**src/rtl/coin_vend_pkg.sv**
```systemverilog
package coin_vend_pkg;

  typedef enum logic [2:0] {
    COIN_NONE    = 3'd0,
    COIN_NICKEL  = 3'd1,
    COIN_DIME    = 3'd2,
    COIN_QUARTER = 3'd3,
    COIN_MULTI   = 3'd4
  } coin_kind_e;

  // Classifies the three coin lines; anything but a single line is unusable.
  function automatic coin_kind_e classify(input logic n, input logic d, input logic q);
    unique case ({q, d, n})
      3'b000:  classify = COIN_NONE;
      3'b001:  classify = COIN_NICKEL;
      3'b010:  classify = COIN_DIME;
      3'b100:  classify = COIN_QUARTER;
      default: classify = COIN_MULTI;
    endcase
  endfunction

endpackage

```
**src/rtl/coin_strobe_sync.sv**
```systemverilog
module coin_strobe_sync #(
  parameter int STAGES = 2
) (
  input  logic clk,
  input  logic rst_n,
  input  logic stb_async,
  output logic stb_rise
);

  logic [STAGES-1:0] sync_q;
  logic              last_q;

  generate
    for (genvar i = 0; i < STAGES; i++) begin : g_stage
      if (i == 0) begin : g_first
        always_ff @(posedge clk or negedge rst_n) begin
          if (!rst_n) sync_q[0] <= 1'b0;
          else        sync_q[0] <= stb_async;
        end
      end else begin : g_next
        always_ff @(posedge clk or negedge rst_n) begin
          if (!rst_n) sync_q[i] <= 1'b0;
          else        sync_q[i] <= sync_q[i-1];
        end
      end
    end
  endgenerate

  always_ff @(posedge clk or negedge rst_n) begin
    if (!rst_n) last_q <= 1'b0;
    else        last_q <= sync_q[STAGES-1];
  end

  assign stb_rise = sync_q[STAGES-1] & ~last_q;

endmodule

```
**src/rtl/coin_decode.sv**
```systemverilog
module coin_decode
  import coin_vend_pkg::*;
#(
  parameter int UNIT_W        = 4,
  parameter int NICKEL_UNITS  = 1,
  parameter int DIME_UNITS    = 2,
  parameter int QUARTER_UNITS = 5
) (
  input  logic              nickel,
  input  logic              dime,
  input  logic              quarter,
  output logic              valid,
  output logic [UNIT_W-1:0] units
);

  coin_kind_e kind;

  always_comb begin
    kind  = classify(nickel, dime, quarter);
    valid = 1'b1;
    units = '0;
    case (kind)
      COIN_NICKEL:  units = UNIT_W'(NICKEL_UNITS);
      COIN_DIME:    units = UNIT_W'(DIME_UNITS);
      COIN_QUARTER: units = UNIT_W'(QUARTER_UNITS);
      default:      valid = 1'b0;
    endcase
  end

endmodule

```
**src/rtl/coin_credit_reg.sv**
```systemverilog
module coin_credit_reg #(
  parameter int CREDIT_W = 4
) (
  input  logic                clk,
  input  logic                rst_n,
  input  logic                add_en,
  input  logic [CREDIT_W-1:0] add_units,
  output logic [CREDIT_W-1:0] credit
);

  localparam logic [CREDIT_W-1:0] CEIL = {CREDIT_W{1'b1}};

  // Saturating add: the carry out selects the ceiling.
  function automatic logic [CREDIT_W-1:0] sat_add(input logic [CREDIT_W-1:0] a,
                                                  input logic [CREDIT_W-1:0] b);
    logic [CREDIT_W:0] wide;
    wide = {1'b0, a} + {1'b0, b};
    return wide[CREDIT_W] ? CEIL : wide[CREDIT_W-1:0];
  endfunction

  always_ff @(posedge clk or negedge rst_n) begin
    if (!rst_n)      credit <= '0;
    else if (add_en) credit <= sat_add(credit, add_units);
  end

endmodule

```
**src/rtl/coin_vend_acc.sv**
```systemverilog
module coin_vend_acc #(
  parameter int CREDIT_W      = 4,
  parameter int SYNC_STAGES   = 2,
  parameter int NICKEL_UNITS  = 1,
  parameter int DIME_UNITS    = 2,
  parameter int QUARTER_UNITS = 5,
  parameter int BUY_UNITS     = 6
) (
  input  logic                clk,
  input  logic                rst_n,
  input  logic                coin_stb_i,
  input  logic                nickel_i,
  input  logic                dime_i,
  input  logic                quarter_i,
  output logic [CREDIT_W-1:0] credit_o,
  output logic                buy_ok_o
);

  localparam logic [CREDIT_W-1:0] BUY_LVL = CREDIT_W'(BUY_UNITS);

  logic                coin_evt;
  logic                coin_valid;
  logic                coin_accept;
  logic [CREDIT_W-1:0] coin_units;

  coin_strobe_sync #(.STAGES(SYNC_STAGES)) sync_i (
    .clk       (clk),
    .rst_n     (rst_n),
    .stb_async (coin_stb_i),
    .stb_rise  (coin_evt)
  );

  coin_decode #(
    .UNIT_W        (CREDIT_W),
    .NICKEL_UNITS  (NICKEL_UNITS),
    .DIME_UNITS    (DIME_UNITS),
    .QUARTER_UNITS (QUARTER_UNITS)
  ) dec_i (
    .nickel  (nickel_i),
    .dime    (dime_i),
    .quarter (quarter_i),
    .valid   (coin_valid),
    .units   (coin_units)
  );

  assign coin_accept = coin_evt & coin_valid;

  coin_credit_reg #(.CREDIT_W(CREDIT_W)) acc_i (
    .clk       (clk),
    .rst_n     (rst_n),
    .add_en    (coin_accept),
    .add_units (coin_units),
    .credit    (credit_o)
  );

  assign buy_ok_o = (credit_o >= BUY_LVL);

endmodule

```
**config.mk**
```make
export PLATFORM = sky130hd
export DESIGN_NAME = coin_vend_acc
export DESIGN_NICKNAME = d
export VERILOG_FILES = /design/src/rtl/coin_vend_pkg.sv /design/src/rtl/coin_strobe_sync.sv /design/src/rtl/coin_decode.sv /design/src/rtl/coin_credit_reg.sv /design/src/rtl/coin_vend_acc.sv
export SDC_FILE = /design/constraint.sdc
export NUM_CORES = 1
export LEC_CHECK = 0
export ABC_AREA = 1
export ABC_CLOCK_PERIOD_IN_PS = 1700
export CELL_PAD_IN_SITES_DETAIL_PLACEMENT = 1
export CELL_PAD_IN_SITES_GLOBAL_PLACEMENT = 1
export CORE_MARGIN = 2
export CORE_UTILIZATION = 30
export DETAILED_ROUTE_END_ITERATION = 10
export MAX_ROUTING_LAYER = met4
export PLACE_DENSITY = 0.76
export SYNTH_ARGS = -nofsm -noshare
export SYNTH_HDL_FRONTEND = slang
export SYNTH_SLANG_ARGS = --single-unit
export TNS_END_PERCENT = 30
```
**constraint.sdc**
```tcl
create_clock -name clk -period 1.7 [get_ports clk]
set_input_delay 0.34 -clock clk [delete_from_list [all_inputs] [get_ports clk]]
set_output_delay 0.34 -clock clk [all_outputs]
set_load 0.02 [all_outputs]
```
# After elaboration in Yosys (flattened, before gate mapping)
# Index checks and enable logic that the tools add are counted.
[totals]
input_bits = 6
ff_bits = 7
word_cells = 21
out_inout_bits = 5
[classes]
n_reduce_logical = 2
n_bitwise = 3
order_cmp = 1
add_sub_neg = 1
n_eq_ne = 6
n_mux = 4
[ops]
columns = ["op", "n"]
rows = [
  ["$pmux 3 s4", 1],
  ["$eq 3x2->1 const B", 3],
  ["$pmux 3 s3", 1],
  ["$eq 3x1->1 const B", 2],
  ["$add 4x3->5", 1],
  ["$ge 4x3->1 const B", 1],
  ["$mux 4", 1],
  ["$eq 3x3->1 const B", 1],
  ["$logic_not 3->1", 1],
  ["$reduce_or 3->1", 1],
  ["$and 1x1->1", 2],
  ["$mux 1", 1],
  ["$not 1->1", 1],
]

# Depth between registers and ports, before layout
[depth]
depth_word = 6
mapped_depth = 12
ltp_nobuf = 12

# Cells and area by module
# A second synthesis with hierarchy kept.
[hier_totals]
cells_unflattened = 62
area_unflattened_um2 = 467.9
[by_module_without_submodules]
columns = ["mod", "area_per_inst_um2", "cells_per_inst", "seq_area_each_um2", "n_inst"]
rows = [
  ["coin_credit_reg", 307.8, 39, 100.1, 1],
  ["coin_strobe_sync", 85.1, 5, 75.1, 1],
  ["coin_decode", 56.3, 13, 0.0, 1],
  ["coin_vend_acc", 18.8, 5, 0.0, 1],
]

# Worst setup path after synthesis
# OpenSTA, ideal clock, no wires.
[synth_timing]
path_kind = "input port to flip-flop"
from = "in quarter_i"
to = "reg acc_i.credit[2]"
required_time_ns = 1.583
cell_stages = 12
arrival_time_ns = 1.636
setup_time_ns = 0.117
path_buffers = 0
path_slack_ns = -0.054
cell_sequence = "inv_1 > nand2_2 > nand3_4 > inv_1 > ha_1 > fa_1 > nand2_1 > inv_1 > o21ai_2 > o21ai_0 > nand2_1 > nand2_1"
[synth_via]
elab_chain_len = 6
word_cells_on_any_way = 14
cone_classes = "add/sub (1); eq/ne (6); mux (4); bitwise (1); reduce/logical (2)"
[synth_rtl]
columns = ["element", "line", "text"]
rows = [
  ["start: declaration", "coin_vend_acc.sv:14", "input logic quarter_i,"],
  ["$eq 3x3->1, or another cell as far along", "coin_vend_pkg.sv:13", "unique case ({q, d, n})"],
  ["$pmux 3 s4 (*)", "coin_vend_pkg.sv:13", ""],
  ["$eq 3x2->1 or $eq 3x1->1 (tied branches)", "coin_decode.sv:22", "case (kind)"],
  ["$pmux 3 s3 or $reduce_or 3->1 (tied branches)", "--", ""],
  ["$add 4x3->5 or $mux 1 (tied branches)", "coin_credit_reg.sv:17, coin_decode.sv:22", ""],
  ["$mux 4 or $and 1x1->1 (tied branches)", "coin_credit_reg.sv:18, coin_vend_acc.sv:46", ""],
  ["end signal: assignment", "coin_credit_reg.sv:23", "else if (add_en) credit <= sat_add(credit, add_units);"],
  ["end: declaration", "coin_credit_reg.sv:8", "output logic [CREDIT_W-1:0] credit"],
]
# Mark *: on every way between the ends. The rest lies on a longest branch, timed or not.
# A chain may end at the register's enable or synchronous reset.

# Worst setup path after layout
[layout_timing]
from = "reg acc_i.credit[1]"
to = "out credit_o[1]"
[layout_rtl]
columns = ["element", "line", "text"]
rows = [
  ["end: declaration", "coin_vend_acc.sv:15", "output logic [CREDIT_W-1:0] credit_o,"],
]
# No word-level cell between the ends.

==> results.toml <==
[setup_path]
path_cells = "clkdlybuf4s50_1"
cpMaxStageDelayCell = "clkdlybuf4s50_1"
path_delay_family = "buffers and inverters"
cp-start-kind = "flop"
max_stage_delay_ns = 0.62
setup.worst_path.end = "credit_o[1]"
r2r_slack_ns = 0.09
r2r_end = "acc_i.credit[2]$_DFFE_PN0P_"
timing.rr.start = "acc_i.credit[0]$_DFFE_PN0P_"
arrival_ns = 1.29
endpoint_kind = "primary output"
ff2ff_path_depth = 8
critical_path_required_ns = 1.36
critPathMaxFanout = 5
path_class = "reg2out"
cp_num_buf_inv = 1
crit_start = "acc_i.credit[1]$_DFFE_PN0P_"
path_depth = 1

[clocking]
cts_root_buf = "clkbuf_4"
clkTransAtPathRegs_ns = 0.06
cts.sinks = 7
clock_path_buffers = 2
cts_tree = "built"
cts_buffers = 3
clock_latency_ns = 0.25
cts_max_level = 1
hold_buffers = 0

[logic_synthesis]
netlist_instances = 58
yosys_register_bits = 7
synth_area_um2 = 464
ys.warnings.count = 0
synthDistinctLibCells = 16
avgSynthCellArea_um2 = 8.00
synth_nets = 68
seq_area_frac_synth_pct = 37.7

[finish]
final_cell_mix = "20 x nand2_1, 8 x buf_4, 6 x inv_1, 6 x dfrtp_1"
final_common_cell = "nand2_1"
final_util_pct = 47.9
area.growth.synth_to_final_pct = 51.8
fillCellCount = 192
nNetsFinal = 91
n_antenna_cell = 0
drive_gt1_share_pct = 40.0
finalInstanceArea_um2 = 704

[sta]
skew_ns = 0.00653
slew_viol_final = 0
fmax_ghz = 0.612
setup_violations = 0
period_needed_ns = 1.63
max_slew_margin_pct = 78.5
worst_pin_slew_ns = 0.321
timing.final.hold_violations = 0
hold_ws_ns = 0.348
fin_crit_sh_pct = 96.1

[place]
placed_cell_area_um2 = 639
io_buffers = 10
routabilityCongestion = 0.807
post-dp-hpwl_um = 894

[detailed_routing]
wl_per_cell_um = 11.9
drtIter0Drc = 1
via_per_inst = 4.71
first_pass_iters = 2
drc = 0
antenna_left = 0
routed_wl_um = 1140
vias = 452

[die]
die_w_um = 43.3
num_rows = 14
pin_count = 11
dieArea_mm2 = 0.00188
die_h_um = 43.3
start_util_pct = 31.5
coreArea_mm2 = 0.00147

[global_route]
grt_pass1_wl_um = 1840
grt_usage_pct = 13.6
grt_max_degree = 8
antenna_found_initial = 0
globalRouteOverflowTotal = 0
grt_pass1_vias = 438

[outcome]
status = "complete, no violations"

[worst_hold_path]
min_path_type = "in2async"

[pwr]
powerDensity_mw_per_mm2 = 1260
vdd.ir_drop.worst_uv = 597
leakage_nw = 0.389

[job]
maxCapViolCount = 0
-- worst min path at each step --
stage / end / slack [ns] / cells after the start
after floorplan: acc_i.credit[0]$_DFFE_PN0P_ / 0.04 / 0
after global placement: sync_i.sync_q[1]$_DFF_PN0_ / 0.33 / 0
after detailed placement: sync_i.sync_q[1]$_DFF_PN0_ / 0.34 / 0
after CTS: acc_i.credit[2]$_DFFE_PN0P_ / 0.36 / 1
after global routing: sync_i.sync_q[1]$_DFF_PN0_ / 0.36 / 0
final: acc_i.credit[2]$_DFFE_PN0P_ / 0.35 / 1
-- layer usage --
metal | global-route usage [%] | wire, µm | up-vias
li1 | - | - | 225
met1 | 18.6 | 515 | 218
met2 | 19.7 | 577 | 7
met3 | 1.25 | 37 | 2
met4 | 7.27 | 9 | 0
met5 | - | 0 | -
-- where the power goes --
group          switching, mW  internal, mW
registers             0.0704         0.217
logic                  0.247         0.205
clock network         0.0614        0.0896
-- cells in the mapped netlist --
| cell type | n | share of area [%] |
|---|---|---|
| nand2_1 | 22 | 18 |
| inv_1 | 10 | 8.1 |
| dfrtp_1 | 7 | 38 |
| nand3_1 | 4 | 4.3 |
| ha_1 | 3 | 8.1 |
| nand3_2 | 2 | 4.3 |
| a21oi_1 | 1 | 1.1 |
| a21oi_4 | 1 | 3.5 |
| fa_1 | 1 | 4.3 |
| inv_2 | 1 | 0.81 |
| nand2_2 | 1 | 1.3 |
| nand3_4 | 1 | 3.8 |
| nor2_1 | 1 | 0.81 |
| nor3_1 | 1 | 1.1 |
| o21ai_0 | 1 | 1.1 |
| o21ai_2 | 1 | 1.9 |
-- state kept, by name (all words and copies together), names as in the netlist --
signal and flops:
acc_i.credit 4, sync_i.sync_q 2, sync_i.last_q 1
-- per-stage QoR --
stage               power [mW]  cells  TNS, ns  worst slack (ns)
floorplan                0.515     58        0            0.0274
global placement         0.705     91    -2.25            -0.579
detailed placement       0.717     91    -2.48            -0.637
CTS                      0.866     95   -0.147           -0.0503
global route             0.968     96  -0.0386           -0.0182
finish                   0.891     96        0            0.0669
-- what timing repair did --
item	4_1_cts	5_1_grt
gates resized for setup	9	13
pin swaps	1	5
setup buffers	0	1
setup endpoints to repair	6	4
-- cell families after synthesis --
kind of cell / Yosys count / synth area share [%]
AOI/OAI and AO/OA: 4 / 7.55
adders and majority gates: 4 / 12.4
buffers and inverters: 11 / 8.89
DFF: 7 / 37.7
and+or+nand+nor: 32 / 33.4
-- layout make-up --
type / count / area [µm²] / area share [%]
clock buffers: 4 / 26.3 / 3.73
flip-flops and latches: 7 / 176 / 25.0
multi-input cells: 40 / 289 / 41.0
repair buffers: 18 / 151 / 21.5
well taps: 16 / 20.0 / 2.84
inverters: 11 / 41.3 / 5.86
No activity file was read; power rests on OpenSTA's default activity.
